<file path="src/rtl/dmg_pkg.sv">
package dmg_pkg;
    localparam int REC_W = 128;
    localparam int RSN_W = 8;

    typedef enum logic [1:0] {
        MODE_LEGACY   = 2'b00,
        MODE_SCALABLE = 2'b01,
        MODE_RSVD     = 2'b10,
        MODE_ABORT    = 2'b11
    } tmode_e;

    typedef enum logic [1:0] {
        RQ_WRITE  = 2'd0,
        RQ_PAGE   = 2'd1,
        RQ_READ   = 2'd2,
        RQ_ATOMIC = 2'd3
    } rqtype_e;

    localparam logic [RSN_W-1:0] RSN_ABORT_NOCAP = 8'h30;
    localparam logic [RSN_W-1:0] RSN_MODE_RSVD   = 8'h31;
    localparam logic [RSN_W-1:0] RSN_SCAL_NOCAP  = 8'h32;

    typedef struct packed {
        logic             pass;
        logic             abort;
        logic             fault;
        logic [RSN_W-1:0] reason;
    } verdict_t;

    typedef enum logic [1:0] {
        ST_IDLE = 2'd0,
        ST_EVAL = 2'd1,
        ST_PUSH = 2'd2
    } state_e;
endpackage

</file>
<file path="src/rtl/dmg_mode_decode.sv">
module dmg_mode_decode
    import dmg_pkg::*;
(
    input  tmode_e   mode_i,
    input  logic     cap_scalable_i,
    input  logic     cap_abort_i,
    output verdict_t verdict_o
);
    always_comb begin
        verdict_o = '{pass: 1'b0, abort: 1'b0, fault: 1'b0, reason: '0};
        unique case (mode_i)
            MODE_LEGACY: begin
                verdict_o.pass = 1'b1;
            end
            MODE_SCALABLE: begin
                if (cap_scalable_i) begin
                    verdict_o.pass = 1'b1;
                end else begin
                    verdict_o.fault  = 1'b1;
                    verdict_o.reason = RSN_SCAL_NOCAP;
                end
            end
            MODE_ABORT: begin
                if (cap_abort_i) begin
                    verdict_o.abort = 1'b1;
                end else begin
                    verdict_o.fault  = 1'b1;
                    verdict_o.reason = RSN_ABORT_NOCAP;
                end
            end
            MODE_RSVD: begin
                verdict_o.fault  = 1'b1;
                verdict_o.reason = RSN_MODE_RSVD;
            end
            default: begin
                verdict_o.fault  = 1'b1;
                verdict_o.reason = RSN_MODE_RSVD;
            end
        endcase
    end
endmodule

</file>
<file path="src/rtl/dmg_record_pack.sv">
module dmg_record_pack
    import dmg_pkg::*;
#(
    parameter int ADDR_W     = 64,
    parameter int SID_W      = 16,
    parameter int PAGE_SHIFT = 12
) (
    input  logic [SID_W-1:0]  sid_i,
    input  logic [ADDR_W-1:0] addr_i,
    input  logic              read_i,
    input  logic [1:0]        attr_i,
    input  logic [RSN_W-1:0]  reason_i,
    output logic [REC_W-1:0]  record_o
);
    localparam int HALF_W = REC_W / 2;
    localparam int PAD_W  = HALF_W - SID_W - RSN_W - 4;

    rqtype_e            rtype;
    logic [HALF_W-1:0]  lo_half;
    logic [HALF_W-1:0]  hi_half;

    always_comb begin
        rtype = read_i ? RQ_READ : RQ_WRITE;

        lo_half                   = '0;
        lo_half[ADDR_W-1:0]       = addr_i;
        lo_half[PAGE_SHIFT-1:0]   = '0;

        hi_half = {{PAD_W{1'b0}}, attr_i[1], attr_i[0], rtype[1], rtype[0],
                   reason_i, sid_i};

        record_o = {hi_half, lo_half};
    end
endmodule

</file>
<file path="src/rtl/dma_mode_gate.sv">
module dma_mode_gate
    import dmg_pkg::*;
#(
    parameter int ADDR_W     = 64,
    parameter int SID_W      = 16,
    parameter int PAGE_SHIFT = 12
) (
    input  logic              clk,
    input  logic              rst_n,
    input  logic              req_valid,
    output logic              req_ready,
    input  logic [SID_W-1:0]  req_sid,
    input  logic [ADDR_W-1:0] req_addr,
    input  logic              req_read,
    input  logic [1:0]        req_attr,
    input  logic [1:0]        mode,
    input  logic              cap_scalable,
    input  logic              cap_abort,
    output logic              res_valid,
    output logic              res_pass,
    output logic              flt_valid,
    input  logic              flt_ready,
    output logic [127:0]      flt_record,
    output logic [7:0]        flt_reason,
    output logic              abort_flag,
    input  logic              abort_clr
);
    state_e             state_q, state_nx;
    logic [SID_W-1:0]   sid_q;
    logic [ADDR_W-1:0]  addr_q;
    logic               read_q;
    logic [1:0]         attr_q;
    tmode_e             mode_q;
    logic               caps_q, capa_q;
    logic               accept;
    verdict_t           verdict;
    logic [REC_W-1:0]   record;
    logic               abort_q;

    assign accept = req_valid && (state_q == ST_IDLE);

    dmg_mode_decode i_decode (
        .mode_i         (mode_q),
        .cap_scalable_i (caps_q),
        .cap_abort_i    (capa_q),
        .verdict_o      (verdict)
    );

    dmg_record_pack #(
        .ADDR_W     (ADDR_W),
        .SID_W      (SID_W),
        .PAGE_SHIFT (PAGE_SHIFT)
    ) i_pack (
        .sid_i    (sid_q),
        .addr_i   (addr_q),
        .read_i   (read_q),
        .attr_i   (attr_q),
        .reason_i (verdict.reason),
        .record_o (record)
    );

    // next-state logic
    always_comb begin
        state_nx = state_q;
        unique case (state_q)
            ST_IDLE: if (accept)        state_nx = ST_EVAL;
            ST_EVAL: state_nx = verdict.fault ? ST_PUSH : ST_IDLE;
            ST_PUSH: if (flt_ready)     state_nx = ST_IDLE;
            default: state_nx = ST_IDLE;
        endcase
    end

    // state register
    always_ff @(posedge clk) begin
        if (!rst_n) state_q <= ST_IDLE;
        else        state_q <= state_nx;
    end

    // request capture
    always_ff @(posedge clk) begin
        if (!rst_n) begin
            sid_q  <= '0;
            addr_q <= '0;
            read_q <= 1'b0;
            attr_q <= '0;
            mode_q <= MODE_LEGACY;
            caps_q <= 1'b0;
            capa_q <= 1'b0;
        end else if (accept) begin
            sid_q  <= req_sid;
            addr_q <= req_addr;
            read_q <= req_read;
            attr_q <= req_attr;
            mode_q <= tmode_e'(mode);
            caps_q <= cap_scalable;
            capa_q <= cap_abort;
        end
    end

    // sticky abort status, set wins over clear
    always_ff @(posedge clk) begin
        if (!rst_n)                                   abort_q <= 1'b0;
        else if (state_q == ST_EVAL && verdict.abort) abort_q <= 1'b1;
        else if (abort_clr)                           abort_q <= 1'b0;
    end

    // outputs
    always_comb begin
        req_ready  = (state_q == ST_IDLE);
        res_valid  = (state_q == ST_EVAL);
        res_pass   = (state_q == ST_EVAL) && verdict.pass;
        flt_valid  = (state_q == ST_PUSH);
        flt_record = record;
        flt_reason = verdict.reason;
        abort_flag = abort_q;
    end
endmodule

</file>
<file path="config.mk">
export PLATFORM = sky130hd
export DESIGN_NAME = dma_mode_gate
export DESIGN_NICKNAME = d
export VERILOG_FILES = /design/src/rtl/dmg_pkg.sv /design/src/rtl/dmg_mode_decode.sv /design/src/rtl/dmg_record_pack.sv /design/src/rtl/dma_mode_gate.sv
export SDC_FILE = /design/constraint.sdc
export NUM_CORES = 1
export LEC_CHECK = 0
export ABC_AREA = 1
export BUFFER_PORTS_ARGS = -buffer_cell sky130_fd_sc_hd__buf_2
export CAP_MARGIN = 10
export CORE_MARGIN = 2
export CORE_UTILIZATION = 44
export DETAILED_ROUTE_END_ITERATION = 8
export HOLD_SLACK_MARGIN = 0.15
export PLACE_DENSITY_LB_ADDON = 0.1
export SYNTH_ARGS = -nofsm -noshare
export SYNTH_HDL_FRONTEND = slang
export SYNTH_SLANG_ARGS = --single-unit
export TNS_END_PERCENT = 5
</file>
<file path="constraint.sdc">
create_clock -name clk -period 3.05 [get_ports clk]
set_input_delay 0.305 -clock clk [delete_from_list [all_inputs] [get_ports clk]]
set_output_delay 0.305 -clock clk [all_outputs]
set_load 0.1 [all_outputs]
</file>
# Word level (Yosys, flattened, before mapping)
# Index checks and enable logic that the tools add are counted.
classes:
  n_eq_ne: 7
  n_mux: 14
  n_reduce_logical: 7
op_table:
  columns: ["op", "count"]
  rows:
  - ["one-hot mux 9 bit (3 select lines)", 1]
  - ["two-way mux 9 bit", 2]
  - ["two-way mux 2 bit", 4]
  - ["equality test 2 bit (second input constant)", 3]
  - ["one-hot mux 2 bit (3 select lines)", 1]
  - ["two-way mux 1 bit", 5]
  - ["equality test 2 x 1 -> 1 bit (second input constant)", 2]
  - ["logical NOT 2 bit", 2]
  - ["inequality test 2 x 1 -> 1 bit (second input constant)", 2]
  - ["logical AND 1 bit", 3]
  - ["one-hot mux 1 bit (2 select lines)", 1]
  - ["AND reduction 2 bit", 1]
  - ["nonzero test 2 bit", 1]
totals:
  register_bits: 90
  output_inout_bits: 141

# Depth between registers and ports, before layout
# Gate-level depths: netlist (run 1).
logic_depth:
  ltp_word: 4
  ltp_mapped: 7

# Hierarchy
# From an unflattened synthesis (run 1), not the netlist that was laid out.
unflattened:
  hier_cells: 739
  area_unflattened_um2: 5106.1
by_module_without_submodules:
  columns: ["mod", "instances", "area_per_inst_um2", "cells_per_inst", "seq_area_each_um2"]
  rows:
  - ["dma_mode_gate", 1, 4036.4, 591, 1801.7]
  - ["dmg_record_pack", 1, 964.7, 129, 0.0]
  - ["dmg_mode_decode", 1, 105.1, 19, 0.0]

# Least setup slack after synthesis (run 1)
# Ideal clock, no wire load.
synth_path:
  kind: "register to output"
  startpoint: "register mode_q[0]"
  endpoint: "output port flt_record[81]"
  required_ps: 2745
  arrival_ps: 2189
  stages_incl_launch_ff: 4
  setup_slack_ps: 556
  path_buffers: 1
  cell_sequence: "dfxtp_1 nand2_1 nor2_1 buf_4"
synth_via:
  elab_chain_len: 2
synth_lines:
  columns: ["element", "line", "source"]
  rows:
  - ["start: declaration", "dma_mode_gate.sv:33", "tmode_e mode_q;"]
  - ["start signal: assignment", "dma_mode_gate.sv:94", "mode_q <= tmode_e'(mode);"]
  - ["equality test 2 bit / equality test 2 x 1 -> 1 bit (equally long branches)", "dmg_mode_decode.sv:11", "unique case (mode_i)"]
  - ["one-hot mux 9 bit (3 select lines) (*)", "dmg_mode_decode.sv:11", null]
  - ["end: declaration", "dma_mode_gate.sv:23", "output logic [127:0] flt_record,"]
# Every way passes the cells marked *; elsewhere a longest branch is shown, timed or not.

# Worst setup path after layout (run 1)
layout_path:
  startpoint: "register mode_q[0]"
  endpoint: "output port flt_reason[5]"
layout_via:
  elab_chain_len: 2
layout_lines:
  columns: ["element", "line", "source"]
  rows:
  - ["equality test 2 bit / equality test 2 x 1 -> 1 bit (equally long branches)", "dmg_mode_decode.sv:11", null]
  - ["one-hot mux 9 bit (3 select lines) (*)", "dmg_mode_decode.sv:11", null]
  - ["end: declaration", "dma_mode_gate.sv:24", "output logic [7:0] flt_reason,"]
# Marks and branches as above.

==> results of run 1 <==
## Yosys cell counts, drive strengths merged
library cell,instances
clkbuf,10
nor2,158
conb,1
nand3,2
dfxtp,78
inv,8
o21ai,75
and2,1
nand2,5
buf,77
a21oi,2
## kinds of logic (layout without fill, tap and decap cells)
| kind of cell | after synthesis | in the layout |
|---|---|---|
| flops | 78 | 78 |
| other cells | 1 | 57 |
| buf+inv | 95 | 189 |
| simple gates | 166 | 166 |
| compound gates | 77 | 77 |
## flip-flops by register name (all words and copies together), names as in the netlist
signal,flops
state_q,2
mode_q,2
read_q,1
abort_flag,1
caps_q,1
capa_q,1
attr_q,2
sid_q,16
addr_q,52
## per-layer routing
layer	GRT usage [%]	part of all wire [%]
met3	3.772	7.2
met1	21.59	43
met4	7.692	2.2
met2	30.20	48
met5	0	0
## area by class of cell
class | instances | share of cell area, %
Timing Repair Buffer | 165 | 20.98
Inverter | 8 | 0.7472
Multi-Input combinational cell | 300 | 30.79
Clock inverter | 7 | 2.460
Clock buffer | 9 | 3.082
Sequential cell | 78 | 38.85
Tap cell | 99 | 3.082
## report_power, final
| group | total, mW | internal [mW] | switching, mW |
|---|---|---|---|
| clock network | 0.847 | 0.463 | 0.384 |
| logic | 1.34 | 0.164 | 1.18 |
| registers | 1.14 | 1.10 | 0.0390 |
| total | 3.34 | 1.73 | 1.60 |
## worst max-delay path by stage
stage                           start                 endpoint  slack [ns]  cells past startpoint
2_1_floorplan  mode_q[0]$_SDFFE_PN0P_           flt_record[81]        0.56                      3
3_3_place_gp                    rst_n  state_q[1]$_SDFFE_PN0P_        1.45                      3
3_5_place_dp                    rst_n  state_q[1]$_SDFFE_PN0P_        1.40                      3
4_1_cts        mode_q[1]$_SDFFE_PN0P_            flt_reason[5]        1.17                      4
5_1_grt        mode_q[0]$_SDFFE_PN0P_            flt_reason[5]        1.13                      4
6_report       mode_q[0]$_SDFFE_PN0P_            flt_reason[5]        1.22                      4
## tightest hold or removal path: cells and delay by family
family          cells  cell delay (ns)
buf+inv             1             0.08
simple gates        1             0.07
compound gates      1             0.06
## through the flow
step | util (%) | hold WS (ns) | cell area, um^2 | setup WS (ns)
final | 55.71 | 0.2005 | 4019 | 1.217
after detailed placement | 52.62 | 0.4659 | 3796 | 1.401
after floorplan | - | 0.4502 | 3481 | 0.5565
after global routing | 55.71 | 0.1982 | 4019 | 1.129
after CTS | 55.71 | 0.1850 | 4019 | 1.174
after global placement | 52.62 | 0.4567 | 3796 | 1.450
==> impl_metrics.csv, run 1 <==
group,metric,value,unit
run_status,outcome,"completed",
layout,layout_common_cells,"buf_2, nor2_1, dfxtp_1",
grt,grt_usage,17.72,%
clocking,holdBufCountCts,0,
clocking,cts.clk_slew.worst_paths,0.08,ns
drt,vias,2879,
clocking,root_buffer,"clkbuf_8",
floorplan,dieWidth,90.22,um
drt,detail_route.iter0.violations,103,
floorplan,coreArea,7214,um^2
timing,rsz0062_at_grt,"no",
placement,dp.cells,650,
grt,grt_pass1_wl,11.83,mm
worst_setup_path,critPathRequiredTime,2.74,ns
clocking,cts_tree,"built",
timing,setup_viol,0,
placement,hpwlAfterDp,5.114,mm
clocking,numCtsBuffers,9,
logic_synthesis,synth_top_cell_by_area,"dfxtp_1",
layout,final_nets,654,
power_and_ir_drop,power.total,3.335,mW
worst_setup_path,r2r-start,"state_q[1]$_SDFFE_PN0P_",
worst_setup_path,startpoint_type,"flip-flop",
drt,dr.pass1.iters,5,
clocking,cts_resized,0,
power_and_ir_drop,leakagePower,2.130,nW
logic_synthesis,seq_area_frac_synth,47.74,%
logic_synthesis,synth-compound-area-share,11.78,%
logic_synthesis,synth_top_family_by_area,"buffers and inverters",
clocking,insertion_delay,0.34,ns
drt,wl_per_cell,11.20,um
logic_synthesis,synth.top_cell.area_share,47.74,%
drt,final_antenna_net_count,0,
worst_hold_path,hold_path_depth,3,
timing,min_period,1.833,ns
worst_setup_path,cp_slowest_stage_delay,0.45,ns
worst_setup_path,endpoint_kind,"primary output",
timing,hold_viol,0,
worst_setup_path,path_class,"flip-flop to primary output",
worst_setup_path,reg2reg_depth,6,
logic_synthesis,synth_simple_gate_area_share,19.51,%
timing,finClkSkew,0.008191,ns
logic_synthesis,muxShareOfSynthArea,0,%
worst_hold_path,hp-class,"input port to flip-flop",
floorplan,dieArea,8139,um^2
clocking,post_cts_buffers,0,
timing,fin_crit_sh,60.08,%
worst_hold_path,hp-start,"req_addr[17]",
floorplan,start_util,45.33,%
logic_synthesis,yosysWarnings,0,
clocking,cts-htree-levels,3,
worst_setup_path,crit_path_max_fanout,4,
worst_setup_path,slowest_stage,"buf_2",
drt,vias_per_cell,4.323,
timing,tns,0,ns
floorplan,ios,233,
floorplan,placementRows,31,
layout,antennaDiodeCount,0,
layout,syn2layout_area_growth,22.88,%
logic_synthesis,synthCells,417,
worst_setup_path,path_buf_inv,1,
job,maxCapViolCount,0,
floorplan,die_h,90.22,um
clocking,clockBufferDepth,2,
worst_setup_path,critical_path.top_delay_family,"buffers and inverters",
logic_synthesis,ys_types,17,
timing,slew_viol_final,0,
logic_synthesis,syn-cell-area,3271,um^2
layout,instances_no_fill,666,
timing,fmax,545.7,MHz
layout,drive_above_1_share,32.45,%
logic_synthesis,synth-xor-area-share,0,%
power_and_ir_drop,p_per_area,829.9,nW/um^2
worst_setup_path,path_cells,"nand2_1 -> nand2_1 -> and2_1 -> buf_2",
drt,routed_wl,7.461,mm
grt,overflow,0,
timing,worst_slew_pin_slew,1.113,ns
clocking,clock_sink_count,78,
grt,antenna_found_initial,0,
layout,nFillCells,737,
placement,gp_congestion,0.7673,
grt,grt_max_degree,77,
worst_hold_path,min_to,"addr_q[17]$_SDFFE_PN0P_",
power_and_ir_drop,irDropWorstVdd,0.0003660,V
layout,regArea,1562,um^2
logic_synthesis,avgSynthCellArea,7.843,um^2
logic_synthesis,synth.area.top_cells,"dfxtp_1, nor2_1, buf_4",
worst_setup_path,timing.critical_path.mode_cell,"nand2_1",
logic_synthesis,synthAdderAreaFrac,0,%
layout,final_common_cell,"buf_2",
timing,maxSlewHeadroom,25.77,%
worst_setup_path,r2r-end,"addr_q[37]$_SDFFE_PN0P_",
layout,multi_input_area,1237,um^2
logic_synthesis,ys_ff_latch,78,
drt,drc,0,
worst_setup_path,reg2reg_slack,1.50,ns
worst_setup_path,crit_arrival,1.53,ns
grt,grt_pass1_vias,2528,
placement,port_buffers,163,
Power figures use the tool's default switching activity.
==> run 2: changes to the inputs <==
Settings changed: ABC_AREA 1 to 0, CORE_UTILIZATION 44 to 38.
Clock period 3.05 ns to 1.55 ns, I/O delays scaled along.
==> run 2 against run 1 <==
  * Cell area increased by 31%
  * Worst hold slack got worse by 0.028 ns
  * Sequential power increased by 92%
  * Cell count increased by 12%
  * Non-clock buffer count increased by 82
  * Via count increased by 13%
  * Critical path depth decreased by 1
  * Sequential cell count unchanged
  * Register-to-register slack got worse by 1.4 ns
  * Sequential share of layout area decreased by 9.2 points
  * Worst setup slack got worse by 1.1 ns
  * Critical endpoint is now flt_record[81]
==> impl_metrics.csv, run 2 <==
group,metric,value,unit
placement,hpwlAfterDp,5.690,mm
timing,fmax,681.6,MHz
layout,regMostFlops,"addr_q",
worst_setup_path,path_depth,3,
clocking,clock_sink_count,78,
drt,wl_per_cell,11.94,um
timing,rsz0062_at_grt,"yes",
layout,stdcell_area,5283,um^2
worst_setup_path,crit_path_max_fanout,3,
layout,final_nets,728,
floorplan,die_h,98.95,um
worst_setup_path,crit_arrival,1.31,ns
floorplan,ios,233,
clocking,cts.clk_slew.worst_paths,0.07,ns
clocking,cts_tree,"built",
worst_setup_path,reg2reg_depth,4,
logic_synthesis,avgSynthCellArea,8.376,um^2
placement,gp_congestion,0.7126,
timing,hold_viol,0,
logic_synthesis,ys_types,21,
logic_synthesis,ys_ff_latch,78,
floorplan,dieWidth,98.95,um
drt,dr.pass1.iters,4,
placement,place_area,4278,um^2
layout,drive_above_1_share,30.58,%
logic_synthesis,synth.top_cell.area_share,45.58,%
grt,grt_pass1_vias,3208,
layout,syn2layout_area_growth,54.20,%
power_and_ir_drop,p_per_area,1195,nW/um^2
logic_synthesis,async_flop_share,0,%
timing,fin_hold_ws,0.1726,ns
run_status,outcome,"completed",
drt,routed_wl,8.946,mm
worst_setup_path,path_buf_inv,1,
logic_synthesis,synth_edf_count,0,
logic_synthesis,seq_area_frac_synth,45.58,%
drt,final_antenna_net_count,0,
power_and_ir_drop,irDropWorstVdd,0.0005691,V
worst_setup_path,path_class,"flip-flop to primary output",
grt,grt_max_degree,47,
job,maxCapViolCount,0,
floorplan,placementRows,34,
clocking,clockBufferDepth,2,
worst_setup_path,endpoint_kind,"primary output",
logic_synthesis,syn-cell-area,3426,um^2
logic_synthesis,yosysWarnings,0,
logic_synthesis,synth_ff_type,"dfxtp_1",
worst_hold_path,hp-class,"input port to flip-flop",
layout,top_regs,"addr_q x52, sid_q x16",
placement,port_buffers,163,
clocking,root_buffer,"clkbuf_8",
worst_setup_path,cp_slowest_stage_delay,0.35,ns
grt,grt_usage,18.03,%
drt,vias,3263,
layout,antennaDiodeCount,0,
floorplan,dieArea,9791,um^2
worst_hold_path,hold_path_depth,3,
layout,final_common_cell,"buf_2",
layout,largest_register_ffs,52,
timing,worst_slew_pin_slew,0.5278,ns
logic_synthesis,synthCells,409,
worst_setup_path,critical_path.top_delay_family,"simple AND/OR/NAND/NOR gates",
timing,setup_viol,0,
timing,finClkSkew,0.008785,ns
timing,maxSlewHeadroom,64.81,%
drt,vias_per_cell,4.356,
worst_setup_path,timing.critical_path.mode_cell,"nor2b_4",
power_and_ir_drop,leakagePower,2.542,nW
grt,grt_pass1_wl,14.41,mm
grt,antenna_found_initial,0,
worst_setup_path,critPathRequiredTime,1.39,ns
timing,fin_crit_sh,94.65,%
worst_setup_path,slowest_stage,"dfxtp_4",
logic_synthesis,synth.most_common_cell,"nand2_1",
drt,detail_route.iter0.violations,91,
drt,drc,0,
layout,layout_common_cells,"buf_2, nand2_1, dfxtp_1, dlygate4sd3_1, conb_1",
timing,slew_viol_final,0,
worst_setup_path,path_cells,"nor2b_4 -> nor2b_4 -> buf_12",
logic_synthesis,synth_top_cell_by_area,"dfxtp_1",
clocking,numCtsBuffers,9,
floorplan,start_util,39.28,%
worst_setup_path,startpoint_type,"flip-flop",
clocking,insertion_delay,0.34,ns
timing,min_period,1.467,ns
grt,overflow,0,
logic_synthesis,synth_commonest_cells,"nand2_1, dfxtp_1, buf_4, a21boi_1, a21boi_0",
clocking,cts-htree-levels,3,
logic_synthesis,synth.area.top_cells,"dfxtp_1, nand2_1, buf_4",
floorplan,coreArea,8721,um^2
run 2: cell types whose count changed after synthesis, sizes merged, moves of 2 or more:
cell	before	now
nor2b	0	5
a21oi	2	0
inv	8	2
nand2	5	150
o21ai	75	0
nor2	158	1
a21boi	0	75
run 2: repair_timing:
item	CTS	global route
pin swaps	0	1
endpoints found under the hold margin	76	0
buffers inserted	0	1
endpoints found under the setup margin	7	8
hold buffers	76	0
gates resized for setup	5	2
run 2: cell type report:
type                    instances  area (um^2)
fillers                       753         3438
repair buffers                247         1852
flip-flops and latches         78         1567
multi-input cells             298         1499
clock buffers                  11        141.4
well taps                     108        135.1
clock inverters                 5        81.33
inverters                       2        7.507
run 2: per-layer routing:
layer	part of all wire, %	track usage [%]	up-vias
met3	7.5	4.681	10
li1	-	-	1625
met2	52	34.25	138
met5	0	0	-
met4	1.3	6.006	0
met1	39	19.16	1490
run 2: power breakdown:
part | total, mW | internal, mW | switching, mW
Clock | 1.70 | 0.955 | 0.744
Sequential | 2.19 | 2.12 | 0.0618
Combinational | 2.42 | 0.503 | 1.92
run 2: worst paths after layout:
path	start	endpoint	slack [ns]
min reg2reg	addr_q[36]$_SDFFE_PN0P_	addr_q[36]$_SDFFE_PN0P_	0.45
max reg2reg	state_q[1]$_SDFFE_PN0P_	sid_q[15]$_SDFFE_PN0P_	0.11
min	flt_ready	state_q[1]$_SDFFE_PN0P_	0.17
max	mode_q[0]$_SDFFE_PN0P_	flt_record[81]	0.08
run 2: worst register-to-register path, stage by stage (launching register included):
cell and delay, ns:
dfxtp_1 0.36, or3b_2 0.53, buf_4 0.26, nand2_1 0.11, a21boi_0 0.08
run 2: logic make-up after synthesis:
group	count (synthesis)	synth area share (%)
AO/OA/AOI/OAI	78	17.13
buffers and inverters	89	18.26
AND/OR/NAND/NOR	163	18.92
flip-flops	78	45.58
other	1	0.1095
run 2: through the flow:
step | util [%] | TNS [ns] | total power [mW] | setup WS (ns) | instances
global placement | 49.05 | 0 | 4.493 | 0.1444 | 657
floorplan | - | -1.174 | 4.245 | -0.2813 | 465
detailed placement | 49.05 | 0 | 4.505 | 0.1093 | 657
global route | 60.57 | -0.001400 | 6.588 | -0.001400 | 749
finish | 60.57 | 0 | 6.310 | 0.08290 | 749
CTS | 60.49 | 0 | 6.369 | 0.01423 | 749
